--- config.mk ---
export PLATFORM = sky130hd
export DESIGN_NAME = uwire_rom_reader
export DESIGN_NICKNAME = d
export VERILOG_FILES = /design/src/rtl/uwr_pkg.sv /design/src/rtl/uwr_phase_timer.sv /design/src/rtl/uwr_rx_shift.sv /design/src/rtl/uwr_ctrl.sv /design/src/rtl/uwire_rom_reader.sv
export SDC_FILE = /design/constraint.sdc
export NUM_CORES = 1
export LEC_CHECK = 0
export BUFFER_PORTS_ARGS = -buffer_cell sky130_fd_sc_hd__buf_4
export CAP_MARGIN = 30
export CORE_MARGIN = 2
export CORE_UTILIZATION = 28
export DETAILED_ROUTE_END_ITERATION = 8
export GPL_TIMING_DRIVEN = 0
export PLACE_DENSITY_LB_ADDON = 0.08
export SETUP_SLACK_MARGIN = 0.2
export SLEW_MARGIN = 10
export SYNTH_ARGS = -nofsm -noshare
export SYNTH_HDL_FRONTEND = slang
export SYNTH_SLANG_ARGS = --single-unit
--- constraint.sdc ---
create_clock -name clk -period 4.33 [get_ports clk]
set_input_delay 1.0825 -clock clk [delete_from_list [all_inputs] [get_ports clk]]
set_output_delay 1.0825 -clock clk [all_outputs]
set_load 0.01 [all_outputs]
--- src/rtl/uwr_pkg.sv ---
package uwr_pkg;

   // top-level sequencer state
   typedef enum logic [1:0] {
      ST_IDLE,
      ST_CSUP,
      ST_SHIFT,
      ST_GAP
   } uwr_state_e;

   // which field of the frame is being shifted
   typedef enum logic [1:0] {
      SEG_OP,
      SEG_AD,
      SEG_DT
   } uwr_seg_e;

   // phase inside one serial bit
   typedef enum logic [1:0] {
      PH_SET,
      PH_HI,
      PH_LO
   } uwr_phase_e;

   // start bit followed by the two read-command bits, sent MSB first
   localparam int         READ_CODE_LEN = 3;
   localparam logic [2:0] READ_CODE     = 3'b110;

endpackage

--- src/rtl/uwr_phase_timer.sv ---
module uwr_phase_timer #(
   parameter int DIV_W = 8
) (
   input  logic             clk,
   input  logic             rst_n,
   input  logic             run,
   input  logic [DIV_W-1:0] len,
   output logic             tick
);

   logic [DIV_W-1:0] cnt_q;

   // tick marks the last cycle of a phase of len cycles
   assign tick = run && (cnt_q == len - DIV_W'(1));

   always_ff @(posedge clk or negedge rst_n) begin
      if (!rst_n) begin
         cnt_q <= '0;
      end else if (!run || tick) begin
         cnt_q <= '0;
      end else begin
         cnt_q <= cnt_q + DIV_W'(1);
      end
   end

endmodule

--- src/rtl/uwr_rx_shift.sv ---
module uwr_rx_shift #(
   parameter int DATA_W      = 16,
   parameter int SYNC_STAGES = 0
) (
   input  logic              clk,
   input  logic              rst_n,
   input  logic              din_raw,
   input  logic              shift_en,
   output logic              din_s,
   output logic [DATA_W-1:0] word
);

   logic [DATA_W-1:0] word_q;

   generate
      if (SYNC_STAGES == 0) begin : g_direct
         assign din_s = din_raw;
      end else if (SYNC_STAGES == 1) begin : g_one
         logic s_q;
         always_ff @(posedge clk or negedge rst_n) begin
            if (!rst_n) s_q <= 1'b1;
            else        s_q <= din_raw;
         end
         assign din_s = s_q;
      end else begin : g_chain
         logic [SYNC_STAGES-1:0] s_q;
         always_ff @(posedge clk or negedge rst_n) begin
            if (!rst_n) s_q <= '1;
            else        s_q <= {s_q[SYNC_STAGES-2:0], din_raw};
         end
         assign din_s = s_q[SYNC_STAGES-1];
      end
   endgenerate

   always_ff @(posedge clk or negedge rst_n) begin
      if (!rst_n) begin
         word_q <= '0;
      end else if (shift_en) begin
         word_q <= {word_q[DATA_W-2:0], din_s};
      end
   end

   assign word = word_q;

endmodule

--- src/rtl/uwr_ctrl.sv ---
module uwr_ctrl
   import uwr_pkg::*;
#(
   parameter int MAX_AW = 8,
   parameter int DATA_W = 16,
   parameter int DIV_W  = 8,
   localparam int AWW   = $clog2(MAX_AW + 1),
   localparam int CMAX  = (DATA_W > MAX_AW) ? DATA_W : MAX_AW,
   localparam int CW    = ($clog2(CMAX + 1) < 2) ? 2 : $clog2(CMAX + 1)
) (
   input  logic              clk,
   input  logic              rst_n,
   input  logic              start,
   input  logic [MAX_AW-1:0] word_addr,
   input  logic [DIV_W-1:0]  len_in,
   input  logic              tick,
   input  logic              din_s,
   input  logic [DATA_W-1:0] rx_word,
   output logic              run,
   output logic [DIV_W-1:0]  len_q,
   output logic              shift_en,
   output logic              sk,
   output logic              cs,
   output logic              di,
   output logic              busy,
   output logic              done,
   output logic [DATA_W-1:0] rd_data,
   output logic [AWW-1:0]    addr_width,
   output logic              size_known
);

   uwr_state_e        st_q;
   uwr_seg_e          seg_q;
   uwr_phase_e        ph_q;
   logic [CW-1:0]     bcnt_q;
   logic [MAX_AW-1:0] addr_q;
   logic              probe_q;
   logic [AWW-1:0]    aw_q;
   logic              known_q;
   logic              sk_q, cs_q, di_q, done_q;
   logic [DATA_W-1:0] rd_q;

   function automatic logic code_bit(input logic [CW-1:0] idx);
      logic [READ_CODE_LEN-1:0] t;
      t = READ_CODE >> idx;
      return t[0];
   endfunction

   function automatic logic addr_bit(input logic [MAX_AW-1:0] a, input logic [CW-1:0] idx);
      logic [MAX_AW-1:0] t;
      t = a >> idx;
      return t[0];
   endfunction

   assign run      = (st_q != ST_IDLE);
   assign busy     = run;
   assign shift_en = (st_q == ST_SHIFT) && tick && (ph_q == PH_HI) && (seg_q == SEG_DT);

   always_ff @(posedge clk or negedge rst_n) begin
      if (!rst_n) begin
         st_q    <= ST_IDLE;
         seg_q   <= SEG_OP;
         ph_q    <= PH_SET;
         bcnt_q  <= '0;
         addr_q  <= '0;
         len_q   <= '0;
         probe_q <= 1'b0;
         aw_q    <= '0;
         known_q <= 1'b0;
         sk_q    <= 1'b0;
         cs_q    <= 1'b0;
         di_q    <= 1'b0;
         done_q  <= 1'b0;
         rd_q    <= '0;
      end else begin
         done_q <= 1'b0;
         case (st_q)
            ST_IDLE: begin
               if (start) begin
                  addr_q  <= word_addr;
                  len_q   <= len_in;
                  probe_q <= !known_q;
                  cs_q    <= 1'b1;
                  sk_q    <= 1'b0;
                  di_q    <= 1'b0;
                  st_q    <= ST_CSUP;
               end
            end
            ST_CSUP: begin
               if (tick) begin
                  st_q   <= ST_SHIFT;
                  seg_q  <= SEG_OP;
                  ph_q   <= PH_SET;
                  bcnt_q <= CW'(READ_CODE_LEN - 1);
                  di_q   <= code_bit(CW'(READ_CODE_LEN - 1));
               end
            end
            ST_SHIFT: begin
               if (tick) begin
                  case (ph_q)
                     PH_SET: begin
                        sk_q <= 1'b1;
                        ph_q <= PH_HI;
                     end
                     PH_HI: begin
                        sk_q <= 1'b0;
                        ph_q <= PH_LO;
                     end
                     PH_LO: begin
                        ph_q <= PH_SET;
                        case (seg_q)
                           SEG_OP: begin
                              if (bcnt_q != '0) begin
                                 bcnt_q <= bcnt_q - CW'(1);
                                 di_q   <= code_bit(bcnt_q - CW'(1));
                              end else if (probe_q) begin
                                 seg_q  <= SEG_AD;
                                 bcnt_q <= CW'(MAX_AW - 1);
                                 di_q   <= 1'b0;
                              end else begin
                                 seg_q  <= SEG_AD;
                                 bcnt_q <= CW'(aw_q) - CW'(1);
                                 di_q   <= addr_bit(addr_q, CW'(aw_q) - CW'(1));
                              end
                           end
                           SEG_AD: begin
                              if (probe_q && (!din_s || bcnt_q == '0)) begin
                                 aw_q    <= AWW'(MAX_AW) - AWW'(bcnt_q);
                                 known_q <= 1'b1;
                                 seg_q   <= SEG_DT;
                                 bcnt_q  <= CW'(DATA_W - 1);
                                 di_q    <= 1'b0;
                              end else if (!probe_q && bcnt_q == '0) begin
                                 seg_q   <= SEG_DT;
                                 bcnt_q  <= CW'(DATA_W - 1);
                                 di_q    <= 1'b0;
                              end else begin
                                 bcnt_q  <= bcnt_q - CW'(1);
                                 di_q    <= probe_q ? 1'b0 : addr_bit(addr_q, bcnt_q - CW'(1));
                              end
                           end
                           default: begin
                              if (bcnt_q == '0) begin
                                 cs_q <= 1'b0;
                                 di_q <= 1'b0;
                                 st_q <= ST_GAP;
                              end else begin
                                 bcnt_q <= bcnt_q - CW'(1);
                              end
                           end
                        endcase
                     end
                     default: ph_q <= PH_SET;
                  endcase
               end
            end
            default: begin
               if (tick) begin
                  if (probe_q) begin
                     probe_q <= 1'b0;
                     cs_q    <= 1'b1;
                     st_q    <= ST_CSUP;
                  end else begin
                     st_q   <= ST_IDLE;
                     done_q <= 1'b1;
                     rd_q   <= rx_word;
                  end
               end
            end
         endcase
      end
   end

   assign sk         = sk_q;
   assign cs         = cs_q;
   assign di         = di_q;
   assign done       = done_q;
   assign rd_data    = rd_q;
   assign addr_width = aw_q;
   assign size_known = known_q;

endmodule

--- src/rtl/uwire_rom_reader.sv ---
module uwire_rom_reader #(
   parameter int MAX_AW      = 8,
   parameter int DATA_W      = 16,
   parameter int DIV_W       = 8,
   parameter int SYNC_STAGES = 0
) (
   input  logic                         clk,
   input  logic                         rst_n,
   input  logic                         start,
   input  logic [MAX_AW-1:0]            word_addr,
   input  logic [DIV_W-1:0]             half_div,
   output logic [DATA_W-1:0]            rd_data,
   output logic                         done,
   output logic                         busy,
   output logic [$clog2(MAX_AW+1)-1:0]  addr_width,
   output logic                         size_known,
   output logic                         ee_sk,
   output logic                         ee_cs,
   output logic                         ee_di,
   input  logic                         ee_do
);

   localparam int MIN_DIV = SYNC_STAGES + 1;

   initial begin : prm_chk
      assert (MAX_AW >= 1 && MAX_AW <= 15) else $error("MAX_AW out of range");
      assert (DATA_W >= 2) else $error("DATA_W too small");
      assert (SYNC_STAGES >= 0 && SYNC_STAGES <= 3) else $error("SYNC_STAGES out of range");
      assert (DIV_W >= 1 && MIN_DIV < (1 << DIV_W)) else $error("DIV_W cannot hold minimum phase");
   end

   logic [DIV_W-1:0]  len_in, len_q;
   logic              run, tick, din_s, shift_en;
   logic [DATA_W-1:0] rx_word;

   // phase length clamp: the sampled data must cross the synchronizer inside one high phase
   assign len_in = (half_div < DIV_W'(MIN_DIV)) ? DIV_W'(MIN_DIV) : half_div;

   uwr_phase_timer #(.DIV_W(DIV_W)) u_timer (
      .clk   (clk),
      .rst_n (rst_n),
      .run   (run),
      .len   (len_q),
      .tick  (tick)
   );

   uwr_rx_shift #(.DATA_W(DATA_W), .SYNC_STAGES(SYNC_STAGES)) u_rx (
      .clk      (clk),
      .rst_n    (rst_n),
      .din_raw  (ee_do),
      .shift_en (shift_en),
      .din_s    (din_s),
      .word     (rx_word)
   );

   uwr_ctrl #(.MAX_AW(MAX_AW), .DATA_W(DATA_W), .DIV_W(DIV_W)) u_ctrl (
      .clk        (clk),
      .rst_n      (rst_n),
      .start      (start),
      .word_addr  (word_addr),
      .len_in     (len_in),
      .tick       (tick),
      .din_s      (din_s),
      .rx_word    (rx_word),
      .run        (run),
      .len_q      (len_q),
      .shift_en   (shift_en),
      .sk         (ee_sk),
      .cs         (ee_cs),
      .di         (ee_di),
      .busy       (busy),
      .done       (done),
      .rd_data    (rd_data),
      .addr_width (addr_width),
      .size_known (size_known)
   );

endmodule

==> results of run 1 <==
==> worst max path at each step <==
| stage | endpoint | depth (start not counted) | slack, ns | startpoint |
|---|---|---|---|---|
| 6_report | u_ctrl.bcnt_q[2]$_DFFE_PN0P_ | 10 | 1.43 | u_ctrl.bcnt_q[0]$_DFFE_PN0P_ |
| 5_1_grt | u_ctrl.bcnt_q[0]$_DFFE_PN0P_ | 12 | 1.15 | u_ctrl.len_q[0]$_DFFE_PN0P_ |
| 4_1_cts | u_ctrl.di$_DFFE_PN0P_ | 10 | 1.40 | u_ctrl.bcnt_q[0]$_DFFE_PN0P_ |
| 3_5_place_dp | u_ctrl.di$_DFFE_PN0P_ | 10 | 1.42 | u_ctrl.bcnt_q[0]$_DFFE_PN0P_ |
| 3_3_place_gp | u_ctrl.di$_DFFE_PN0P_ | 10 | 1.39 | u_ctrl.bcnt_q[0]$_DFFE_PN0P_ |
| 2_1_floorplan | u_ctrl.rd_data[0]$_DFFE_PN0P_ | 11 | 1.81 | u_ctrl.len_q[0]$_DFFE_PN0P_ |
==> registers in the layout (all words and copies together), names as in the netlist <==
signal             flops
u_ctrl.addr_q          8
u_ctrl.addr_width      4
u_ctrl.bcnt_q          5
u_ctrl.cs              1
u_ctrl.di              1
u_ctrl.done            1
u_ctrl.len_q           8
u_ctrl.ph_q            2
u_ctrl.probe_q         1
u_ctrl.rd_data        16
u_ctrl.seg_q           2
u_ctrl.size_known      1
u_ctrl.sk              1
u_ctrl.st_q            2
u_rx.word             16
u_timer.cnt_q          8
==> layout by cell type, fill, tap and decap left out, types with 3 or more instances in the layout <==
cell,count
nand2b_1,5
a31oi_1,6
ha_1,9
buf_4,47
a21o_1,3
a311oi_1,3
mux2_2,41
and3_1,4
clkbuf_1,15
nor2_1,30
mux2_4,9
nor2b_1,3
o21ai_0,17
nand3_1,6
nand2_1,20
o31ai_1,3
xor2_1,11
xnor2_1,9
nor4_1,4
clkbuf_16,9
mux4_2,4
inv_1,22
nor3_1,13
nand4_1,5
a21oi_1,14
mux2i_1,6
dfrtp_1,77
==> worst reg2reg max path, delay by kind of cell, from the launching register on <==
kind / cells / cell delay [ns]
AOI/OAI and AO/OA: 2 / 0.37
and+or+nand+nor: 3 / 0.98
muxes: 1 / 0.19
buffers and inverters: 3 / 0.60
adders and majority gates: 1 / 0.29
DFF: 1 / 0.35
==> routing by layer <==
| metal | vias to the layer above | part of all wire [%] | global-route usage, % |
|---|---|---|---|
| met1 | 1483 | 49 | 18.5 |
| met5 | - | 0 | 0 |
| li1 | 1452 | - | - |
| met3 | 12 | 3.7 | 3.38 |
| met2 | 47 | 45 | 20.3 |
| met4 | 0 | 1.7 | 4.84 |
==> through the flow <==
stage | cell area (sq um) | setup slack [ns] | cells | utilization (%)
detailed placement | 4730 | 1.42 | 606 | 32.6
global route | 5060 | 1.15 | 622 | 34.9
global placement | 4700 | 1.39 | 605 | 32.5
CTS | 5060 | 1.40 | 622 | 34.9
floorplan | 4130 | 1.81 | 376 | -
finish | 5060 | 1.43 | 622 | 34.9
==> cell usage after synthesis, types with 3 or more instances <==
| cell | number | area [sq um] |
|---|---|---|
| and3_1 | 4 | 25.0 |
| o21ai_0 | 17 | 85.1 |
| nor3_1 | 13 | 65.1 |
| o31ai_1 | 3 | 22.5 |
| nor2_1 | 30 | 113 |
| inv_1 | 22 | 82.6 |
| xnor2_1 | 9 | 78.8 |
| a21oi_1 | 14 | 70.1 |
| nand3_1 | 6 | 30.0 |
| a31oi_1 | 6 | 37.5 |
| a311oi_1 | 3 | 26.3 |
| mux2_4 | 9 | 135 |
| mux4_2 | 4 | 90.1 |
| xor2_1 | 11 | 96.3 |
| nor2b_1 | 3 | 18.8 |
| mux2i_1 | 6 | 60.1 |
| nor4_1 | 4 | 25.0 |
| ha_1 | 9 | 113 |
| a21o_1 | 3 | 22.5 |
| clkbuf_1 | 15 | 56.3 |
| mux2_2 | 41 | 462 |
| nand2_1 | 20 | 75.1 |
| dfrtp_1 | 77 | 1930 |
| nand4_1 | 5 | 31.3 |
| nand2b_1 | 5 | 31.3 |
==> power groups by stage <==
stage | Sequential (uW) | Clock [uW] | Combinational (uW)
finish | 720 | 846 | 34.0
CTS | 720 | 876 | 36.1
global route | 719 | 912 | 38.8
floorplan | 734 | 0 | 1.36
detailed placement | 734 | 0 | 36.0
global placement | 734 | 0 | 32.4
==> cell families after synthesis <==
kind of cell,synth area share [%]
AOI/OAI and AO/OA,10.3
xor gates and xnor gates,4.24
adders and majority gates,2.73
buffers and inverters,4.39
DFF,46.6
muxes,18.1
and+or+nand+nor,13.6
==> final cells by class <==
type                    count  area [sq um]  area share [%]
plain buffers              20          98.8            1.95
clock buffers              10           239            4.72
clock inverters             6          93.8            1.85
inverters                  22          82.6            1.63
multi-input cells         257          2020            40.0
flip-flops and latches     77          1930            38.1
well taps                 184           230            4.55
repair buffers             46           365            7.22
==> metrics, run 1 <==
post-route ant nets 0; Internal Power 1260 uW; number of synthesized register bits 77; Vias/cell 4.81; total gr overflow 0; final hold violation count 0; clk slew on worst S/H paths 0.06 ns; sw frac 21.2%; # hold bufs at CTS 0; # setup viols final 0; total power 1600 uW; Pleak 0.00252 uW; WHS Path Cells 1; Worst IR Drop VDD 0.000149 V; CTS Buffer Depth 2; Worst Tran Pin Value 0.682 ns; Row Count 44; DRT Pass-1 Iters 4; reg2reg end u_ctrl.bcnt_q[2]$_DFFE_PN0P_; vias in the first global route 3089; gr usage total 13.4%; CTS H-tree depth 3; CP max FO 8; CP delay by family, top simple AND/OR/NAND/NOR gates; EDFF count, synth 0; DR WL/cell 16.0 um; DIE HEIGHT 125 um; worst stage delay on the critical path 0.60 ns; clock period minus worst slack 2.90 ns; top_reg_cell synth dfrtp_1; GP Congestion 0.799; Worst EP arrival 3.13 ns; initial antenna violation count 0; Fmax 0.345 GHz; Post-CTS Setup Inserts 0; synth unique cells 53; Gate power share 2.1%; Crit path top cell by count clkbuf_1; I/O Pins 46; R2R Setup Slk 1.43 ns; Setup CP Type flip-flop to flip-flop; post-route clock period utilization 66.9%; Avg Cell Area, Syn 11.0 sq um; root buf cell clkbuf_16; crit path max-delay cell type or4b_2; final WL 9.93 mm; Critical Path End Type flip-flop; Clock Latency Late Sink 0.34 ns; Clk pwr share 52.9%; reg2reg start u_ctrl.bcnt_q[0]$_DFFE_PN0P_; dpl hpwl 7.21 mm; switching pwr 340 uW; port bufs 45; first-pass GRT wire length 16.5 mm; startpoint types flip-flop; Final Skew 0.00821 ns; Initial Util 28.5%; die width 125 um; yosys warns 0; sequential share of power 45.0%; MaxCap Viol Count 0; Slew headroom 54.5%; Post-Syn Area 4130 sq um; number of buffers created by CTS 9; hold wc startpoint u_rx.word[15]$_DFFE_PN0P_; Core Area 14500 sq um; CP required 4.56 ns; post-CTS sizing 0; Iteration-0 DRC Markers 169; RSZ-0062 raised after global routing false; Max Slew Vio Count 0; Worst Hold Class flip-flop to flip-flop; R2R depth 10; nets 462; worst path cell trace clkbuf_1, inv_1, ha_1, or4b_2, clkbuf_1, nor4_2, a21oi_1, o211ai_1, mux2_2, nand2_1; clk sink count 77; final hold slack 0.499 ns; Die Area 15700 sq um; status finished, final reports clean; Synth Net Count 405; via count 2994; ys async rst share 100%; Crit path buffers/inverters 3; fill count 1474; Mapped Cells 376; layout overhead on the synthesized area 22.5%; Pwr Density 316 nW/um^2; Hold Path Sink u_ctrl.rd_data[15]$_DFFE_PN0P_; drt drc 0; share of cells above drive strength 1 29.9%; Sum Neg Setup Slack 0 ns; Antenna Cells 0; largest net degree at the start of global routing 58; CTS tree yes; sequential element share of the synthesized area 46.6%
(Power assumes the default switching activity.)
==> inputs of run 2 (changes only) <==
Settings changed: ABC_AREA set to 1.
Clock period 4.33 ns to 2.38 ns, I/O delays scaled along.
==> run 2 against run 1 <==
  * Combinational power rose to 76 times the previous value
  * Wire length grew 10%
  * Clock-buffer cell count grew 1
  * Sequential share of layout area is 2.7 points lower
  * Highest routed layer unchanged
  * Register-to-register slack worse by 1.2 ns
  * Largest cell class unchanged
  * Core utilization rose by 2.7 points
  * Clock power rose by 64%
  * Global-route usage is 0.83 points higher
  * Non-clock buffer count increased by 10
  * Critical path type unchanged
==> metrics, run 2 <==
status finished, final reports clean; Metal-1 WL 5.54 mm (+13%); # hold bufs at CTS 0 (unchanged); Avg Cell Area, Syn 7.86 sq um (-28%); number of synthesized register bits 77 (unchanged); Mapped Cells 527 (+40%); final std cells w/o fill 789 (+27%); die width 126 um (+0.15%); Crit path top cell by count nand2_1; I/O Pins 46 (unchanged); metal2 WL 4.87 mm (+8.3%); total gr overflow 0 (unchanged); yosys warns 0 (unchanged); post-synth top area cell dfrtp_1; CP required 2.61 ns (-1.95 ns); commonest non-fill, non-tap cells in the layout nand2_1 (145), dfrtp_1 (77), inv_1 (64); CTS tree yes; Placed Instances 757 (+25%); clk slew on worst S/H paths 0.06 ns (about the same); synth unique cells 32 (-40%); drt drc 0 (unchanged); first-pass GRT wire length 17.9 mm (+8.6%); largest net degree at the start of global routing 51 (-12%); Setup CP Type flip-flop to flip-flop; EDFF count, synth 0 (unchanged); share of cells above drive strength 1 26.1% (-3.8 points); nets 629 (+36%); CTS Buffer Depth 2 (unchanged); worst stage delay on the critical path 0.40 ns (-0.20 ns); most common cell in the netlist nand2_1; DR WL/cell 13.9 um (-13%); fill count 1486 (+0.81%); Clock Latency Late Sink 0.35 ns (about the same); Max Used Layer met4; DR WL met3 337 um (-8.2%); Worst EP arrival 2.38 ns (-0.75 ns); top_reg_cell synth dfrtp_1; post-route ant nets 0 (unchanged); clock period minus worst slack 2.15 ns (-0.749 ns); dpl hpwl 7.69 mm (+6.7%); MaxCap Viol Count 0 (unchanged); Pleak 0.00265 uW (+5.4%); worst path cell trace inv_2, ha_4, nand2_4, nor2_2, nand2_1, a21oi_2, nand2_1, nor2_4, nand2_4, inv_6, nand3_4, clkbuf_16, nand2_1, o21ai_1; GP Congestion 0.788 (-1.5%); Row Count 44 (unchanged); root buf cell clkbuf_16; CTS H-tree depth 3 (unchanged); Antenna Cells 0 (unchanged); post-route clock period utilization 90.2% (+23 points); Worst Tran Pin Value 0.544 ns (-0.138 ns); Post-synth top cells nand2_1 (165), dfrtp_1 (77), inv_1 (67); Fmax 0.466 GHz (+35%); design area 5450 sq um (+7.6%); most common cell after layout, fill and taps aside nand2_1; DRT Pass-1 Iters 4 (unchanged); Final Skew 0.00745 ns (-0.000752 ns); initial antenna violation count 0 (unchanged); CP max FO 8 (unchanged); sequential element share of the synthesized area 46.5% (-0.14 points); gr usage total 14.2% (+0.83 points); R2R depth 14 (+4); cell area after placement 4740 sq um (+0.26%); vias in the first global route 3562 (+15%); Max Slew Vio Count 0 (unchanged); DIE HEIGHT 126 um (+0.15%); Die Area 15800 sq um (+0.30%); via count 3557 (+19%); startpoint types flip-flop; number of buffers created by CTS 9 (unchanged); RSZ-0062 raised after global routing true; post-synth top area share 46.5% (-0.14 points); # setup viols final 0 (unchanged); Vias/cell 4.51 (-6.3%); Pwr Density 1060 nW/um^2 (+240%); clk sink count 77 (unchanged); final WL 10.9 mm (+10%); ys async rst share 100% (unchanged); Slew headroom 63.7% (+9.2 points); Sum Neg Setup Slack 0 ns (unchanged); Iteration-0 DRC Markers 229 (+36%); Critical Path End Type flip-flop; port bufs 45 (unchanged); Initial Util 28.6% (+0.086 points); Core Area 14500 sq um (unchanged); crit path max-delay cell type dfrtp_1; layout overhead on the synthesized area 31.4%; top post-synthesis cells by area dfrtp_1 (46%), nand2_1 (15%), inv_1 (6.1%); Worst IR Drop VDD 0.000461 V (+210%); Synth Net Count 556 (+37%); Post-Syn Area 4140 sq um (+0.30%); Worst Hold Class input port to asynchronous set/reset pin; final hold violation count 0 (unchanged)
==> run 2: power by group <==
group	switching [uW]	internal, uW
sequential	245	1560
combinational	1640	931
clock	576	817
total	2460	3310
==> run 2: critical path, delay by kind of cell (launching register included) <==
kind	cells	cell delay, ns
buffers and inverters	3	0.43
adders and majority gates	1	0.19
AOI/OAI and AO/OA	2	0.17
DFF	1	0.40
and+or+nand+nor	8	0.82
==> run 2: path summary, 6_finish.rpt <==
path                       slack (ns)                        endpoint                   startpoint
max                              0.23   u_ctrl.rd_data[2]$_DFFE_PN0P_  u_ctrl.len_q[0]$_DFFE_PN0P_
min                              0.18    u_ctrl.addr_q[4]$_DFFE_PN0P_                        rst_n
max reg2reg                      0.23   u_ctrl.rd_data[2]$_DFFE_PN0P_  u_ctrl.len_q[0]$_DFFE_PN0P_
min reg2reg                      0.48  u_ctrl.rd_data[15]$_DFFE_PN0P_    u_rx.word[15]$_DFFE_PN0P_
max in group asynchronous        1.60      u_ctrl.ph_q[1]$_DFFE_PN0P_                        rst_n
min in group clk                 0.45    u_ctrl.addr_q[3]$_DFFE_PN0P_                 word_addr[3]
==> run 2: final cells by class <==
class	instances	area (sq um)	area share [%]
tap	184	230	4.23
sequential	77	1930	35.4
clock buffer	11	233	4.27
clock inverter	5	60.1	1.10
inverter	70	272	4.99
timing repair buffer	63	579	10.6
multi-input combinational	366	2020	37.0
buffer	13	129	2.37
==> run 2: logic make-up (layout without fill, tap and decap cells) <==
kind of cell	count (synthesis)	in the layout	share of synthesized area, %
buffers and inverters	84	162	8.85
flip-flops	77	77	46.5
adder cells (fa/ha/maj)	9	9	2.72
AO/OA/AOI/OAI	83	83	12.7
XOR/XNOR	11	11	2.32
AND/OR/NAND/NOR	263	263	27.0
==> run 2: what timing repair did <==
| item | in CTS | in global routing |
|---|---|---|
| cloned | 0 | 4 |
| pin swaps | 1 | 12 |
| gates resized for setup | 2 | 62 |
| setup buffers | 0 | 13 |
| endpoints found under the setup margin | 38 | 66 |
==> run 2: routing by layer <==
layer / up-vias / track usage [%]
met5: - / 0
met4: 0 / 6.08
met3: 13 / 2.55
met2: 53 / 21.6
met1: 1655 / 19.8
li1: 1836 / -
==> run 2: through the flow <==
| stage | worst slack, ns | utilization, % | hold slack, ns | power [uW] |
|---|---|---|---|---|
| 5_1_grt | 0.0719 | 37.6 | 0.208 | 6300 |
| 3_5_place_dp | 0.154 | 32.7 | 0.467 | 4110 |
| 4_1_cts | 0.201 | 34.8 | 0.187 | 5540 |
| 3_3_place_gp | 0.197 | 32.5 | 0.467 | 4090 |
| 6_report | 0.233 | 37.6 | 0.181 | 5770 |
| 2_1_floorplan | 0.503 | - | 0.299 | 3430 |
==> inputs of run 3 (changes only) <==
Settings changed: ABC_AREA 1 to 0.
==> run 3 against run 2 <==
  * The run now ends with setup timing left
  * Sequential cell count stayed put
  * Sequential power is 28% lower
  * Register-to-register slack worse by 0.38 ns
  * First-iteration DRC count is 40% lower
  * Total power is 49% lower
  * Clock skew is 0.0015 ns lower
==> metrics, run 3 (synthesis results as in run 1) <==
status complete, but fails checks; violated checks setup timing; total gr overflow 0 (unchanged); Slew headroom 59.6% (-4.1 points); drt drc 0 (unchanged); RSZ-0062 raised after global routing true; root buf cell clkbuf_16; total power 2920 uW (-49%); Initial Util 28.5% (-0.086 points); Fmax 0.396 GHz (-15%); post-route ant nets 0 (unchanged); via count 3224 (-9.4%); Pwr Density 495 nW/um^2 (-53%); Die Area 15700 sq um (-0.29%); most common cell after layout, fill and taps aside dfrtp_1; clock period minus worst slack 2.52 ns (+0.376 ns); CP max FO 2 (-6); post-route clock period utilization 106% (+16 points); Max Slew Vio Count 0 (unchanged); Worst Hold Class input port to asynchronous set/reset pin; Setup CP Type flip-flop to flip-flop; CTS Buffer Depth 2 (unchanged); final WL 10.7 mm (-1.8%); port bufs 45 (unchanged); cell area after placement 4790 sq um (+1.1%); DR WL/cell 16.1 um (+16%); Antenna Cells 0 (unchanged); fill count 1396 (-6.1%); Sum Neg Setup Slack -3.42 ns (-3.42 ns); Worst Tran Pin Value 0.606 ns (+0.0614 ns); gr usage total 13.9% (-0.30 points); DRT Pass-1 Iters 4 (unchanged); clk sink count 77 (unchanged); first-pass GRT wire length 17.1 mm (-4.4%); # setup viols final 50 (+50); I/O Pins 46 (unchanged); # hold bufs at CTS 0 (unchanged); design area 5900 sq um (+8.3%); Core Area 14500 sq um (unchanged); pre-CTS setup slack -0.462 ns (-0.615 ns); Pleak 0.00287 uW (+8.1%); Clock Latency Late Sink 0.35 ns (about the same); dpl hpwl 7.15 mm (-7.1%); GP Congestion 0.805 (+2.2%); layout overhead on the synthesized area 42.8%; DIE HEIGHT 125 um (-0.15%); Worst EP arrival 2.80 ns (+0.42 ns); vias in the first global route 3241 (-9.0%); largest net degree at the start of global routing 55 (+7.8%); Iteration-0 DRC Markers 137 (-40%); number of buffers created by CTS 9 (unchanged); final hold violation count 0 (unchanged); die width 125 um (-0.15%); share of cells above drive strength 1 45.2% (+19 points); CTS H-tree depth 3 (unchanged); commonest non-fill, non-tap cells in the layout dfrtp_1 (76), buf_4 (61), mux2_2 (37); Final Skew 0.00600 ns (-0.00145 ns); final core occ 40.7% (+3.1 points); clk slew on worst S/H paths 0.06 ns (about the same); MaxCap Viol Count 0 (unchanged); Row Count 44 (unchanged); CTS tree yes; Worst IR Drop VDD 0.000242 V (-47%); initial antenna violation count 0 (unchanged); nets 509 (-19%); startpoint types flip-flop; CP required 2.65 ns (+0.04 ns); final worst slack -0.142 ns (-0.376 ns); Vias/cell 4.82 (+6.9%); Critical Path End Type flip-flop
==> run 3: power breakdown <==
| part | internal [uW] | switching [uW] | total [uW] |
|---|---|---|---|
| Sequential | 1310 | 0.602 | 1310 |
| Clock | 958 | 588 | 1550 |
| Combinational | 25.9 | 36.1 | 62.0 |
| Total | 2290 | 625 | 2920 |
==> run 3: per-stage QoR <==
step | hold slack, ns | instances
after floorplan | 0.299 | 376
after global placement | 0.490 | 605
after detailed placement | 0.496 | 606
after CTS | 0.159 | 652
after global routing | 0.164 | 669
final | 0.150 | 669
==> run 3: area by class of cell <==
cell class                      count  area, sq um  area share, %
Tap cell                          184          230           3.90
Inverter                           22         82.6           1.40
Multi-Input combinational cell    257         2290           38.9
Timing Repair Buffer               93          865           14.7
Clock inverter                      6         93.8           1.59
Sequential cell                    77         1930           32.7
Clock buffer                       10          239           4.05
Buffer                             20          168           2.84
==> run 3: final timing paths <==
| check | startpoint | endpoint | slack [ns] | depth (start not counted) |
|---|---|---|---|---|
| min in group clk | word_addr[0] | u_ctrl.addr_q[0]$_DFFE_PN0P_ | 0.48 | 2 |
| max reg2reg | u_ctrl.len_q[1]$_DFFE_PN0P_ | u_ctrl.len_q[1]$_DFFE_PN0P_ | -0.14 | 20 |
| max in group asynchronous | rst_n | u_ctrl.len_q[3]$_DFFE_PN0P_ | 1.62 | 2 |
| min reg2reg | u_ctrl.rd_data[9]$_DFFE_PN0P_ | u_ctrl.rd_data[9]$_DFFE_PN0P_ | 0.51 | 1 |
| max | u_ctrl.len_q[1]$_DFFE_PN0P_ | u_ctrl.len_q[1]$_DFFE_PN0P_ | -0.14 | 20 |
| min | rst_n | u_ctrl.rd_data[5]$_DFFE_PN0P_ | 0.15 | 1 |
==> run 3: timing repair <==
| item | CTS | global route |
|---|---|---|
| cloned | 1 | 1 |
| buffers inserted | 29 | 16 |
| endpoints found under the hold margin | 0 | 0 |
| resized for setup | 39 | 60 |
| endpoints found under the setup margin | 68 | 62 |
| pin swaps | 13 | 17 |
==> run 3: routing by layer <==
layer,vias up,global-route usage (%),part of all wire [%]
met5,-,0,0
met2,58,21.8,48
li1,1561,-,-
met4,0,6.21,1.7
met3,16,2.87,3.8
met1,1589,18.4,47
==> run 3: critical path, cell delays in order (launching register included) <==
cell,delay (ns)
dfrtp_1,0.40
inv_2,0.07
buf_4,0.13
buf_6,0.10
buf_6,0.10
buf_6,0.10
buf_6,0.11
buf_6,0.10
buf_6,0.10
buf_6,0.10
buf_6,0.10
buf_6,0.10
buf_6,0.10
buf_6,0.10
buf_6,0.10
buf_6,0.10
buf_6,0.11
buf_6,0.10
buf_6,0.10
buf_6,0.10
o21ai_2,0.11
